`src/rtl/flash_pe_pkg.sv`:
```
package flash_pe_pkg;

    localparam logic [7:0] OP_WREN  = 8'h06;
    localparam logic [7:0] OP_PROG  = 8'hF2;
    localparam logic [7:0] OP_ERASE = 8'h20;

    typedef enum logic [1:0] {
        PH_IDLE  = 2'd0,
        PH_SWEEP = 2'd1,
        PH_HOLD  = 2'd2
    } phase_e;

endpackage

```
`src/rtl/flash_spi_rx.sv`:
```
module flash_spi_rx #(
    parameter int CNT_W = 3
) (
    input  logic             clk,
    input  logic             rst_n,
    input  logic             cs_n,
    input  logic             sclk,
    input  logic             si,
    output logic             byte_vld,
    output logic [7:0]       byte_val,
    output logic [CNT_W-1:0] byte_cnt,
    output logic             frame_end,
    output logic             frame_aligned
);

    typedef struct packed {
        logic [2:0]       cs_p;
        logic [2:0]       ck_p;
        logic [1:0]       si_p;
        logic [2:0]       bits;
        logic [6:0]       shr;
        logic [CNT_W-1:0] nbytes;
    } rx_t;

    rx_t rx_d, rx_q;
    logic ck_rise;
    logic active;

    always_comb begin
        rx_d      = rx_q;
        rx_d.cs_p = {rx_q.cs_p[1:0], cs_n};
        rx_d.ck_p = {rx_q.ck_p[1:0], sclk};
        rx_d.si_p = {rx_q.si_p[0], si};

        ck_rise       = rx_q.ck_p[1] & ~rx_q.ck_p[2];
        active        = ~rx_q.cs_p[1];
        byte_vld      = 1'b0;
        byte_val      = {rx_q.shr, rx_q.si_p[1]};
        byte_cnt      = rx_q.nbytes;
        frame_end     = rx_q.cs_p[1] & ~rx_q.cs_p[2];
        frame_aligned = (rx_q.bits == 3'd0);

        if (!active) begin
            rx_d.bits   = 3'd0;
            rx_d.nbytes = '0;
        end else if (ck_rise) begin
            rx_d.bits = 3'(rx_q.bits + 3'd1);
            rx_d.shr  = {rx_q.shr[5:0], rx_q.si_p[1]};
            if (rx_q.bits == 3'd7) begin
                byte_vld = 1'b1;
                if (rx_q.nbytes != '1) begin
                    rx_d.nbytes = CNT_W'(rx_q.nbytes + 1'b1);
                end
            end
        end
    end

    always_ff @(posedge clk or negedge rst_n) begin
        if (!rst_n) begin
            rx_q <= '{cs_p: 3'b111, ck_p: 3'b000, si_p: 2'b00, bits: 3'd0,
                      shr: 7'd0, nbytes: '0};
        end else begin
            rx_q <= rx_d;
        end
    end

endmodule

```
`src/rtl/flash_page_buf.sv`:
```
module flash_page_buf #(
    parameter  int PAGE_BYTES = 256,
    localparam int PG_W       = $clog2(PAGE_BYTES)
) (
    input  logic            clk,
    input  logic            rst_n,
    input  logic            clr,
    input  logic            wr_en,
    input  logic [PG_W-1:0] wr_idx,
    input  logic [7:0]      wr_data,
    input  logic [PG_W-1:0] rd_idx,
    output logic            rd_vld,
    output logic [7:0]      rd_data
);

    logic [7:0]            data_q [PAGE_BYTES];
    logic [PAGE_BYTES-1:0] vld_d, vld_q;

    always_comb begin
        vld_d = vld_q;
        if (clr) begin
            vld_d = '0;
        end else if (wr_en) begin
            vld_d[wr_idx] = 1'b1;
        end
    end

    always_ff @(posedge clk or negedge rst_n) begin
        if (!rst_n) begin
            vld_q <= '0;
        end else begin
            vld_q <= vld_d;
        end
    end

    always_ff @(posedge clk) begin
        if (wr_en) begin
            data_q[wr_idx] <= wr_data;
        end
    end

    assign rd_vld  = vld_q[rd_idx];
    assign rd_data = data_q[rd_idx];

endmodule

```
`src/rtl/flash_busy_seq.sv`:
```
module flash_busy_seq
    import flash_pe_pkg::*;
#(
    parameter  int PAGE_BYTES   = 256,
    parameter  int SECTOR_BYTES = 4096,
    parameter  int T_PP         = 400,
    parameter  int T_SE         = 5000,
    localparam int PG_W         = $clog2(PAGE_BYTES),
    localparam int SEC_W        = $clog2(SECTOR_BYTES),
    localparam int TMAX         = (T_SE > T_PP) ? T_SE : T_PP,
    localparam int TMR_W        = $clog2(TMAX + 1)
) (
    input  logic            clk,
    input  logic            rst_n,
    input  logic            start,
    input  logic            start_erase,
    input  logic [23:0]     start_addr,
    output logic [PG_W-1:0] buf_idx,
    input  logic            buf_vld,
    input  logic [7:0]      buf_data,
    output logic            mem_we,
    output logic [23:0]     mem_addr,
    output logic [7:0]      mem_wdata,
    input  logic [7:0]      mem_rdata,
    output logic            wip,
    output logic            wel_clr,
    output logic            job_erase
);

    typedef struct packed {
        phase_e            ph;
        logic              erase;
        logic [23:0]       base;
        logic [SEC_W-1:0]  idx;
        logic [TMR_W-1:0]  tmr;
    } seq_t;

    seq_t sq_d, sq_q;
    logic [SEC_W-1:0] last_idx;
    logic [TMR_W-1:0] t_end;

    always_comb begin
        sq_d      = sq_q;
        mem_we    = 1'b0;
        wel_clr   = 1'b0;
        buf_idx   = sq_q.idx[PG_W-1:0];
        mem_addr  = sq_q.erase ? {sq_q.base[23:SEC_W], sq_q.idx}
                               : {sq_q.base[23:PG_W], sq_q.idx[PG_W-1:0]};
        mem_wdata = sq_q.erase ? 8'hFF : (mem_rdata & buf_data);
        last_idx  = sq_q.erase ? SEC_W'(SECTOR_BYTES - 1) : SEC_W'(PAGE_BYTES - 1);
        t_end     = sq_q.erase ? TMR_W'(T_SE - 1) : TMR_W'(T_PP - 1);

        unique case (sq_q.ph)
            PH_IDLE: begin
                if (start) begin
                    sq_d.ph    = PH_SWEEP;
                    sq_d.erase = start_erase;
                    sq_d.base  = start_addr;
                    sq_d.idx   = '0;
                    sq_d.tmr   = '0;
                end
            end
            PH_SWEEP: begin
                mem_we   = sq_q.erase | buf_vld;
                sq_d.tmr = TMR_W'(sq_q.tmr + 1'b1);
                sq_d.idx = SEC_W'(sq_q.idx + 1'b1);
                if (sq_q.idx == last_idx) begin
                    sq_d.ph = PH_HOLD;
                    wel_clr = 1'b1;
                end
            end
            PH_HOLD: begin
                if (sq_q.tmr == t_end) begin
                    sq_d.ph = PH_IDLE;
                end else begin
                    sq_d.tmr = TMR_W'(sq_q.tmr + 1'b1);
                end
            end
            default: sq_d.ph = PH_IDLE;
        endcase
    end

    always_ff @(posedge clk or negedge rst_n) begin
        if (!rst_n) begin
            sq_q <= '{ph: PH_IDLE, erase: 1'b0, base: 24'd0, idx: '0, tmr: '0};
        end else begin
            sq_q <= sq_d;
        end
    end

    assign wip       = (sq_q.ph != PH_IDLE);
    assign job_erase = sq_q.erase;

endmodule

```
`src/rtl/flash_pe_seq.sv`:
```
module flash_pe_seq
    import flash_pe_pkg::*;
#(
    parameter int PAGE_BYTES   = 256,
    parameter int SECTOR_BYTES = 4096,
    parameter int T_PP         = 400,
    parameter int T_SE         = 5000
) (
    input  logic        clk,
    input  logic        rst_n,
    input  logic        cs_n,
    input  logic        sclk,
    input  logic        si,
    input  logic        tgt_locked,
    output logic [23:0] tgt_addr,
    output logic        mem_we,
    output logic [23:0] mem_addr,
    output logic [7:0]  mem_wdata,
    input  logic [7:0]  mem_rdata,
    output logic        wip,
    output logic        wel
);

    localparam int PG_W  = $clog2(PAGE_BYTES);
    localparam int CNT_W = 3;

    typedef struct packed {
        logic [7:0]      op;
        logic [23:0]     addr;
        logic [PG_W-1:0] col;
        logic            wel;
        logic            taint;
    } ctl_t;

    ctl_t ct_d, ct_q;

    logic             byte_vld;
    logic [7:0]       byte_val;
    logic [CNT_W-1:0] byte_cnt;
    logic             frame_end;
    logic             frame_aligned;
    logic             buf_clr;
    logic             buf_wr;
    logic [PG_W-1:0]  buf_idx;
    logic             buf_vld;
    logic [7:0]       buf_data;
    logic             start;
    logic             start_erase;
    logic             wel_clr;
    logic             job_erase;

    flash_spi_rx #(.CNT_W(CNT_W)) u_rx (
        .clk           (clk),
        .rst_n         (rst_n),
        .cs_n          (cs_n),
        .sclk          (sclk),
        .si            (si),
        .byte_vld      (byte_vld),
        .byte_val      (byte_val),
        .byte_cnt      (byte_cnt),
        .frame_end     (frame_end),
        .frame_aligned (frame_aligned)
    );

    flash_page_buf #(.PAGE_BYTES(PAGE_BYTES)) u_buf (
        .clk     (clk),
        .rst_n   (rst_n),
        .clr     (buf_clr),
        .wr_en   (buf_wr),
        .wr_idx  (ct_q.col),
        .wr_data (byte_val),
        .rd_idx  (buf_idx),
        .rd_vld  (buf_vld),
        .rd_data (buf_data)
    );

    flash_busy_seq #(
        .PAGE_BYTES   (PAGE_BYTES),
        .SECTOR_BYTES (SECTOR_BYTES),
        .T_PP         (T_PP),
        .T_SE         (T_SE)
    ) u_seq (
        .clk         (clk),
        .rst_n       (rst_n),
        .start       (start),
        .start_erase (start_erase),
        .start_addr  (ct_q.addr),
        .buf_idx     (buf_idx),
        .buf_vld     (buf_vld),
        .buf_data    (buf_data),
        .mem_we      (mem_we),
        .mem_addr    (mem_addr),
        .mem_wdata   (mem_wdata),
        .mem_rdata   (mem_rdata),
        .wip         (wip),
        .wel_clr     (wel_clr),
        .job_erase   (job_erase)
    );

    always_comb begin
        ct_d        = ct_q;
        buf_clr     = 1'b0;
        buf_wr      = 1'b0;
        start       = 1'b0;
        start_erase = 1'b0;

        if (byte_vld) begin
            if (byte_cnt == 3'd0) begin
                ct_d.op = byte_val;
                if (byte_val == OP_PROG) begin
                    if (wip) ct_d.taint = 1'b1;
                    else     buf_clr    = 1'b1;
                end
            end else if (byte_cnt <= 3'd3) begin
                ct_d.addr = {ct_q.addr[15:0], byte_val};
                if (byte_cnt == 3'd3) begin
                    ct_d.col = byte_val[PG_W-1:0];
                end
            end else if (ct_q.op == OP_PROG) begin
                if (wip) begin
                    ct_d.taint = 1'b1;
                end else begin
                    buf_wr   = 1'b1;
                    ct_d.col = PG_W'(ct_q.col + 1'b1);
                end
            end
        end

        if (wel_clr) begin
            ct_d.wel = 1'b0;
        end

        if (frame_end) begin
            ct_d.op    = 8'h00;
            ct_d.taint = 1'b0;
            if (frame_aligned && !wip && !ct_q.taint) begin
                if (ct_q.op == OP_WREN && byte_cnt == 3'd1) begin
                    ct_d.wel = 1'b1;
                end else if (ct_q.op == OP_PROG && byte_cnt >= 3'd5 &&
                             ct_q.wel && !tgt_locked) begin
                    start = 1'b1;
                end else if (ct_q.op == OP_ERASE && byte_cnt == 3'd4 &&
                             ct_q.wel && !tgt_locked) begin
                    start       = 1'b1;
                    start_erase = 1'b1;
                end
            end
        end
    end

    always_ff @(posedge clk or negedge rst_n) begin
        if (!rst_n) begin
            ct_q <= '{op: 8'h00, addr: 24'd0, col: '0, wel: 1'b0, taint: 1'b0};
        end else begin
            ct_q <= ct_d;
        end
    end

    assign tgt_addr = ct_q.addr;
    assign wel      = ct_q.wel;

endmodule

```
`config.mk`:
```
export PLATFORM = sky130hd
export DESIGN_NAME = flash_pe_seq
export DESIGN_NICKNAME = d
export VERILOG_FILES = /design/src/rtl/flash_pe_pkg.sv /design/src/rtl/flash_spi_rx.sv /design/src/rtl/flash_page_buf.sv /design/src/rtl/flash_busy_seq.sv /design/src/rtl/flash_pe_seq.sv
export SDC_FILE = /design/constraint.sdc
export NUM_CORES = 2
export LEC_CHECK = 0
export BUFFER_PORTS_ARGS = -buffer_cell sky130_fd_sc_hd__buf_2
export CAP_MARGIN = 5
export CORE_MARGIN = 4
export CORE_UTILIZATION = 42
export DETAILED_ROUTE_END_ITERATION = 8
export REMOVE_ABC_BUFFERS = 1
export SYNTH_ARGS = -nofsm -noshare
export SYNTH_HDL_FRONTEND = slang
export SYNTH_SLANG_ARGS = --single-unit
```
`constraint.sdc`:
```
create_clock -name clk -period 4.5 [get_ports clk]
set_clock_uncertainty 0.1 [all_clocks]
set_input_delay 0.9 -clock clk [delete_from_list [all_inputs] [get_ports clk]]
set_output_delay 0.9 -clock clk [all_outputs]
set_load 0.03 [all_outputs]
```
## Yosys cells after proc, flatten, opt, wreduce, memory -nomap -nowiden

Memories as Yosys holds them, arrays and structs flattened.
Index checks and enable logic that the tools add are counted.

| cells by class | value |
|---|---|
| eq/ne operators | 21 |
| $add $sub $neg | 5 |
| bitwise operators | 9 |
| order comparisons | 5 |
| reductions and logical operators | 37 |
| mux-type cells | 66 |

Operators by type and width:

| kind | number |
|---|---|
| 2-to-1 mux 256 bit | 2 |
| bitwise OR 256 bit | 1 |
| 2-to-1 mux 8 bit | 7 |
| 2-to-1 mux 52 bit | 1 |
| 2-to-1 mux 40 bit | 1 |
| 2-to-1 mux 13 bit | 3 |
| case mux 13 bit (3 select lines) | 1 |
| 2-to-1 mux 1 bit | 36 |
| 2-to-1 mux 32 bit | 1 |
| 2-to-1 mux 12 bit | 2 |
| 2-to-1 mux 24 bit | 1 |
| case mux 12 bit (2 select lines) | 1 |
| < comparator 8 x 9 -> 1 bit (second input constant) | 2 |
| nonzero test 2 bit | 9 |
| equality test 8 bit (second input constant) | 2 |
| adder 13 x 1 -> 13 bit (second input constant) | 1 |
| equality test 13 bit | 1 |
| adder 12 x 1 -> 12 bit (second input constant) | 1 |
| equality test 12 bit | 1 |
| 2-to-1 mux 3 bit | 4 |
| AND reduction 3 bit | 4 |
| logical AND 1 bit | 10 |
| adder 8 x 1 -> 8 bit (second input constant) | 1 |
| AND 8 bit | 1 |
| 29 further kinds | 49 |

| storage, ports and cells | value |
|---|---|
| input port bits | 14 |
| flip-flop bits (word level) | 371 |
| output and inout port bits | 59 |
| bits in writable memories | 2048 |
| memories kept | 1 |

Memories:

| name | depth | width | read ports | clocked after memory_dff | write ports | line | source |
|---|---|---|---|---|---|---|---|
| u_buf.data_q | 256 | 8 | 1 | 0 | 1 | flash_page_buf.sv:16 | `logic [7:0] data_q [PAGE_BYTES];` |

## Depth between registers and ports, before layout

| depth | value |
|---|---|
| word-level depth | 11 |
| mapped depth | 14 |
| depth with buffers taken out | 9 |

## Cells and area by module

From an unflattened synthesis, not the netlist that was laid out.

| second synthesis, totals | value |
|---|---|
| cell total of the unflattened synthesis | 5161 |
| area total of the unflattened synthesis | 95297.6 um2 |

By module, submodules not included:

| module | times used | area each (um2) | cells an instance |
|---|---|---|---|
| flash_page_buf | 1 | 89724.8 | 4643 |
| flash_busy_seq | 1 | 2497.4 | 246 |
| flash_pe_seq | 1 | 2152.1 | 204 |
| flash_spi_rx | 1 | 923.4 | 68 |

## Worst setup path after synthesis

No wires, ideal clock.

| timing path | value |
|---|---|
| path type | register to register |
| from | reg u_rx.rx_q, in the netlist u_rx.byte_val[6] |
| to | reg u_buf.vld_q[215] |
| library setup time | 0.119 ns |
| slack | -0.368 ns |
| clock period less this slack | 4.868 ns |
| arrival | 4.649 ns |
| stages on the path, launching flop included | 7 |
| path through | dfrtp_1 nand4_1 nor4_1 nand3_1 clkbuf_1 clkbuf_1 o21a_1 |

| on the way | value |
|---|---|
| cells in the longest elaborated chain, start to end | 5 |

RTL lines:

| what | line | source |
|---|---|---|
| start: declaration | flash_spi_rx.sv:25 | `rx_t rx_d, rx_q;` |
| start signal: assignment | flash_spi_rx.sv:60 | `rx_q <= '{cs_p: 3'b111, ck_p: 3'b000, si_p: 2'b00, bits: 3'd0,` |
| start signal: assignment | flash_spi_rx.sv:63 | `rx_q <= rx_d;` |
| equality test 8 bit (*) | flash_pe_seq.sv:110 | `if (byte_val == OP_PROG) begin` |
| 2-to-1 mux 1 bit (*) | flash_pe_seq.sv:110 |  |
| 2-to-1 mux 1 bit (*) | flash_pe_seq.sv:108 | `if (byte_cnt == 3'd0) begin` |
| 2-to-1 mux 1 bit (*) | flash_pe_seq.sv:107 | `if (byte_vld) begin` |
| 2-to-1 mux 256 bit / nonzero test 2 bit (equally long branches) | n/a |  |
| end signal: assignment | flash_page_buf.sv:32 | `vld_q <= vld_d;` |
| end: declaration | flash_page_buf.sv:17 | `logic [PAGE_BYTES-1:0] vld_d, vld_q;` |

Mark *: on every way between the ends. The rest lies on a longest branch, timed or not.
A chain may end at the register's enable or synchronous reset.

## Worst setup path in the final report

| timing path | value |
|---|---|
| from | reg u_seq.sq_q, in the netlist u_seq.buf_idx[0] |
| to | out mem_wdata[7] |

| on the way | value |
|---|---|
| cells in the longest elaborated chain, start to end | 3 |

RTL lines:

| what | line | source |
|---|---|---|
| start: declaration | flash_busy_seq.sv:38 | `seq_t sq_d, sq_q;` |
| start signal: assignment | flash_busy_seq.sv:85 | `sq_q <= '{ph: PH_IDLE, erase: 1'b0, base: 24'd0, idx: '0, tmr: '0};` |
| start signal: assignment | flash_busy_seq.sv:87 | `sq_q <= sq_d;` |
| memory (256 x 8 bit) | n/a |  |
| AND 8 bit | flash_busy_seq.sv:49 | `mem_wdata = sq_q.erase ? 8'hFF : (mem_rdata & buf_data);` |
| 2-to-1 mux 8 bit | flash_busy_seq.sv:49 |  |
| end: declaration | flash_pe_seq.sv:18 | `output logic [7:0] mem_wdata,` |

No other way between the ends.

==> summary.md <==
| Metric | Value |
|---|---|
| Status | `finished with violations` |
| Failing checks | `negative setup slack` |
| Syn. warnings | `0` |
| Top-count cell post-synth | `edfxtp_1` |
| Worst setup EP type | `output port` |
| Number of port buffers | `72` |
| Kind of critical path | `register to output port` |
| FF+latch count, synth | `approximately 2400` |
| Fraction of layout cells with a size suffix above 1 | `between 30% and 40%` |
| Worst r2r src | `u_rx.byte_cnt[0]` |
| Main synth FF type | `edfxtp_1` |
| Remaining antenna violation count | `0` |
| Peak Freq | `about 190 MHz` |
| Global-route wire length before repair | `between 300000 and 400000 um` |
| Cell mode on critical path | `buf_6` |
| CP Max Fanout | `7` |
| Hold Path End | `u_rx.rx_d[17]` |
| Filler cells | `18461` |
| Top Ports | `73` |
| RSZ-0062 raised after global routing | `true` |
| Worst-Skew Late Latency | `approximately 0.9 ns` |
| Commonest cells post-synth | `edfxtp_1 (2048), mux4_2 (500), dfrtp_1 (360), nor2_1 (342), o21a_1 (262)` |
| Worst reg2reg path depth | `8` |
| Setup WS post-layout | `-0.724 ns` |
| Post-synth cell types | `between 80 and 90` |
| DRC violations left | `0` |
| Synth top area cells | `edfxtp_1 (64%), mux4_2 (12%), dfrtp_1 (9.3%)` |
| Place WS | `-0.416 ns` |
| Slowest-stage cell, CP | `o211ai_1` |
| Clock root buffer master | `clkbuf_16` |
| Reg clk slew, reported paths | `0.06 ns` |
| Post-synth EDFFs | `2048` |
| P&R area growth vs syn | `17.1%` |
| Die area | `roughly 0.24 sq mm` |
| Num Clock Sinks | `approximately 2400` |
| Max incr delay on CP | `approximately 0.63 ns` |
| Bufs on Longest Clock Path | `3` |
| Number of max-cap violations | `0` |
| Pwr dens | `roughly 430 mW/mm^2` |
| Mapped Cells | `roughly 5000` |
| Via/cell ratio | `between 5 and 6` |
| Cell taking the most area after synthesis | `edfxtp_1` |
| Core area | `approximately 0.23 sq mm` |
| Syn_area_per_cell | `19.2 sq um` |
| Initial DRC count | `roughly 6600` |
| Final Hold Fails | `0` |
| Leakage | `roughly 38 nW` |
| Min Tclk post-route | `~5.2 ns` |
| Max-slew headroom | `~22%` |
| Mapped cell area | `approximately 0.096 sq mm` |
| Min-delay worst type | `register to register` |
| WP data arrival | `~4.2 ns` |
| Area share of the largest cell type after synthesis | `about 64%` |
| Initial DRT Pass Iterations | `6` |
| Slew Viols, Final | `0` |
| Placer congestion estimate | `between 0.8 and 0.9` |
| Required @ worst endpoint | `between 3 and 4 ns` |
| Worst path cell trace | `buf_12 > buf_16 > buf_16 > buf_6 > mux2i_2 > a221oi_4 > a21oi_1 > o211ai_1 > a221oi_2 > or4b_4 > nand4_1 > buf_6 > buf_6` |
| VDD IR max | `~0.55 mV` |
| Final Cycle Share | `116%` |
| Sequential area share after synthesis | `73.2%` |
| Reg-to-Reg End | `u_buf.data_q[211][1]` |
| Buffers and inverters on the worst path | `6` |
| Clock buffer count from CTS | `237` |
| GRT Overall Usage | `a little under a quarter` |
| Final wirelength | `271000 um` |
| H-tree depth | `4` |
| Worst Tran Pin Value | `between 1 and 1.5 ns` |
| FF-to-FF setup slack | `0.62 ns` |
| GRT overflow | `0` |
| Dpl hpwl | `167000 um` |
| Initial Utilization | `between 40% and 50%` |
| Post-synth ARST share | `roughly 15%` |
| Startpoint types | `register` |
| Largest net degree at the start of global routing | `214` |
| Die width | `a little under 500 um` |
| DR WL/cell | `a little over 30 um` |
| CTS tree | `yes` |
| Die Height | `487 um` |
| Final setup vio count | `9` |
| Cells on Worst Hold Path | `0` |
| Vias in the first global route | `52171` |
| Hold Crit Start | `u_rx.rx_d[16]` |
| DR vias | `around 52000` |
| Initial antenna violation count | `9` |
| Core Util, Final | `49.5%` |
| Row count | `175` |
| Final #Nets | `between 5000 and 6000` |
| Top delay family on crit path | `compound AO/OA/AOI/OAI gates` |
flip-flops by register name, summed over array words and instances, names as in the netlist:
signal and cells:
u_seq.buf_idx 8, u_buf.vld_q 256, u_rx.rx_d 5, wel 1
tgt_addr 24, u_rx.byte_val 8, u_seq.job_erase 1, u_rx.rx_q 5
ct_q 17, u_seq.sq_q 35, u_rx.byte_cnt 3, u_buf.data_q 2048
worst max-delay path by stage:
stage | startpoint | to | slack [ns] | cells past startpoint
CTS | u_seq.buf_idx[0] | mem_wdata[7] | -0.79 | 13
detailed placement | u_seq.buf_idx[0] | mem_wdata[5] | -0.42 | 13
global route | u_seq.buf_idx[0] | mem_wdata[2] | -0.82 | 14
global placement | u_seq.buf_idx[0] | mem_wdata[5] | -0.44 | 13
floorplan | u_seq.buf_idx[0] | mem_wdata[6] | -24.63 | 6
finish | u_seq.buf_idx[0] | mem_wdata[7] | -0.72 | 13
metal layers:
layer / part of all wire (%) / wire length, um / GRT usage (%) / vias up
li1: - / - / - / 21530
met1: 42 / 114000 / 33.0 / 28121
met2: 47 / 127000 / 35.0 / 2348
met3: 8.0 / 21700 / 3.95 / 378
met4: 3.0 / 8200 / 7.01 / 4
met5: 0.010 / 27 / 0 / -
through the flow:
stage	hold WS [ns]	area [sq um]	setup TNS [ns]	power (W)	cells
finish	0.257	113000	-5.62	0.0487	8819
global route	0.265	113000	-6.30	0.0502	8815
CTS	0.262	112000	-6.15	0.0490	8786
detailed placement	0.248	103000	-1.73	0.0294	8283
global placement	0.245	103000	-1.85	0.0293	8283
floorplan	0.231	93900	-1852.48	0.0282	4675
repair_timing:
action	in CTS	in global routing
pin swaps	24	33
hold buffers	4	0
setup endpoints to repair	9	9
endpoints found under the hold margin	66	0
setup buffers	31	28
gates resized for setup	176	61
gates cloned	15	5
placed cells by master (no fill, tap or decap), types with 21 or more instances in the layout:
| cell | instances |
|---|---|
| a22oi_1 | 45 |
| buf_4 | 489 |
| o21ai_0 | 75 |
| a21oi_1 | 42 |
| edfxtp_1 | 2048 |
| clkbuf_16 | 242 |
| mux2_2 | 63 |
| o21a_1 | 262 |
| buf_12 | 53 |
| clkbuf_1 | 71 |
| buf_16 | 21 |
| clkinv_1 | 29 |
| a31oi_1 | 24 |
| nand3_1 | 40 |
| mux4_2 | 502 |
| mux2i_1 | 233 |
| a221oi_1 | 43 |
| o22ai_1 | 21 |
| buf_6 | 21 |
| nor2_1 | 339 |
| nand2_1 | 152 |
| dfrtp_1 | 345 |
| buf_2 | 63 |
| clkinv_2 | 49 |
| clkbuf_8 | 31 |
cell families after synthesis:
| family | count (synthesis) | share of synthesized area, % |
|---|---|---|
| AND/OR/NAND/NOR | 687 | 3.16 |
| XOR/XNOR | 10 | 0.0909 |
| AO/OA/AOI/OAI | 706 | 5.28 |
| adder cells (fa/ha/maj) | 18 | 0.234 |
| multiplexers | 820 | 15.4 |
| flip-flops | 2411 | 73.2 |
| buffers and inverters | 366 | 2.65 |
final cells by class:
| class | count | area (sq um) | share of cell area, % |
|---|---|---|---|
| multi-input cells | 2241 | 24100 | 21.3 |
| diodes | 5 | 12.5 | 0.0111 |
| inverters | 23 | 93.8 | 0.0831 |
| flip-flops and latches | 2411 | 70600 | 62.6 |
| repair buffers | 674 | 6490 | 5.75 |
| clock inverters | 115 | 1140 | 1.01 |
| well taps | 3009 | 3760 | 3.34 |
| clock buffers | 341 | 6670 | 5.91 |
power breakdown:
group / switching (W) / total (W) / leakage [nW] / internal [W]
Combinational: 0.00228 / 0.00245 / 10.2 / 0.000170
Clock: 0.00859 / 0.0198 / 3.83 / 0.0112
Sequential: 0.000176 / 0.0265 / 23.5 / 0.0263
Total: 0.0110 / 0.0487 / 37.6 / 0.0377
Note: power is estimated with default switching activity, not from simulation.
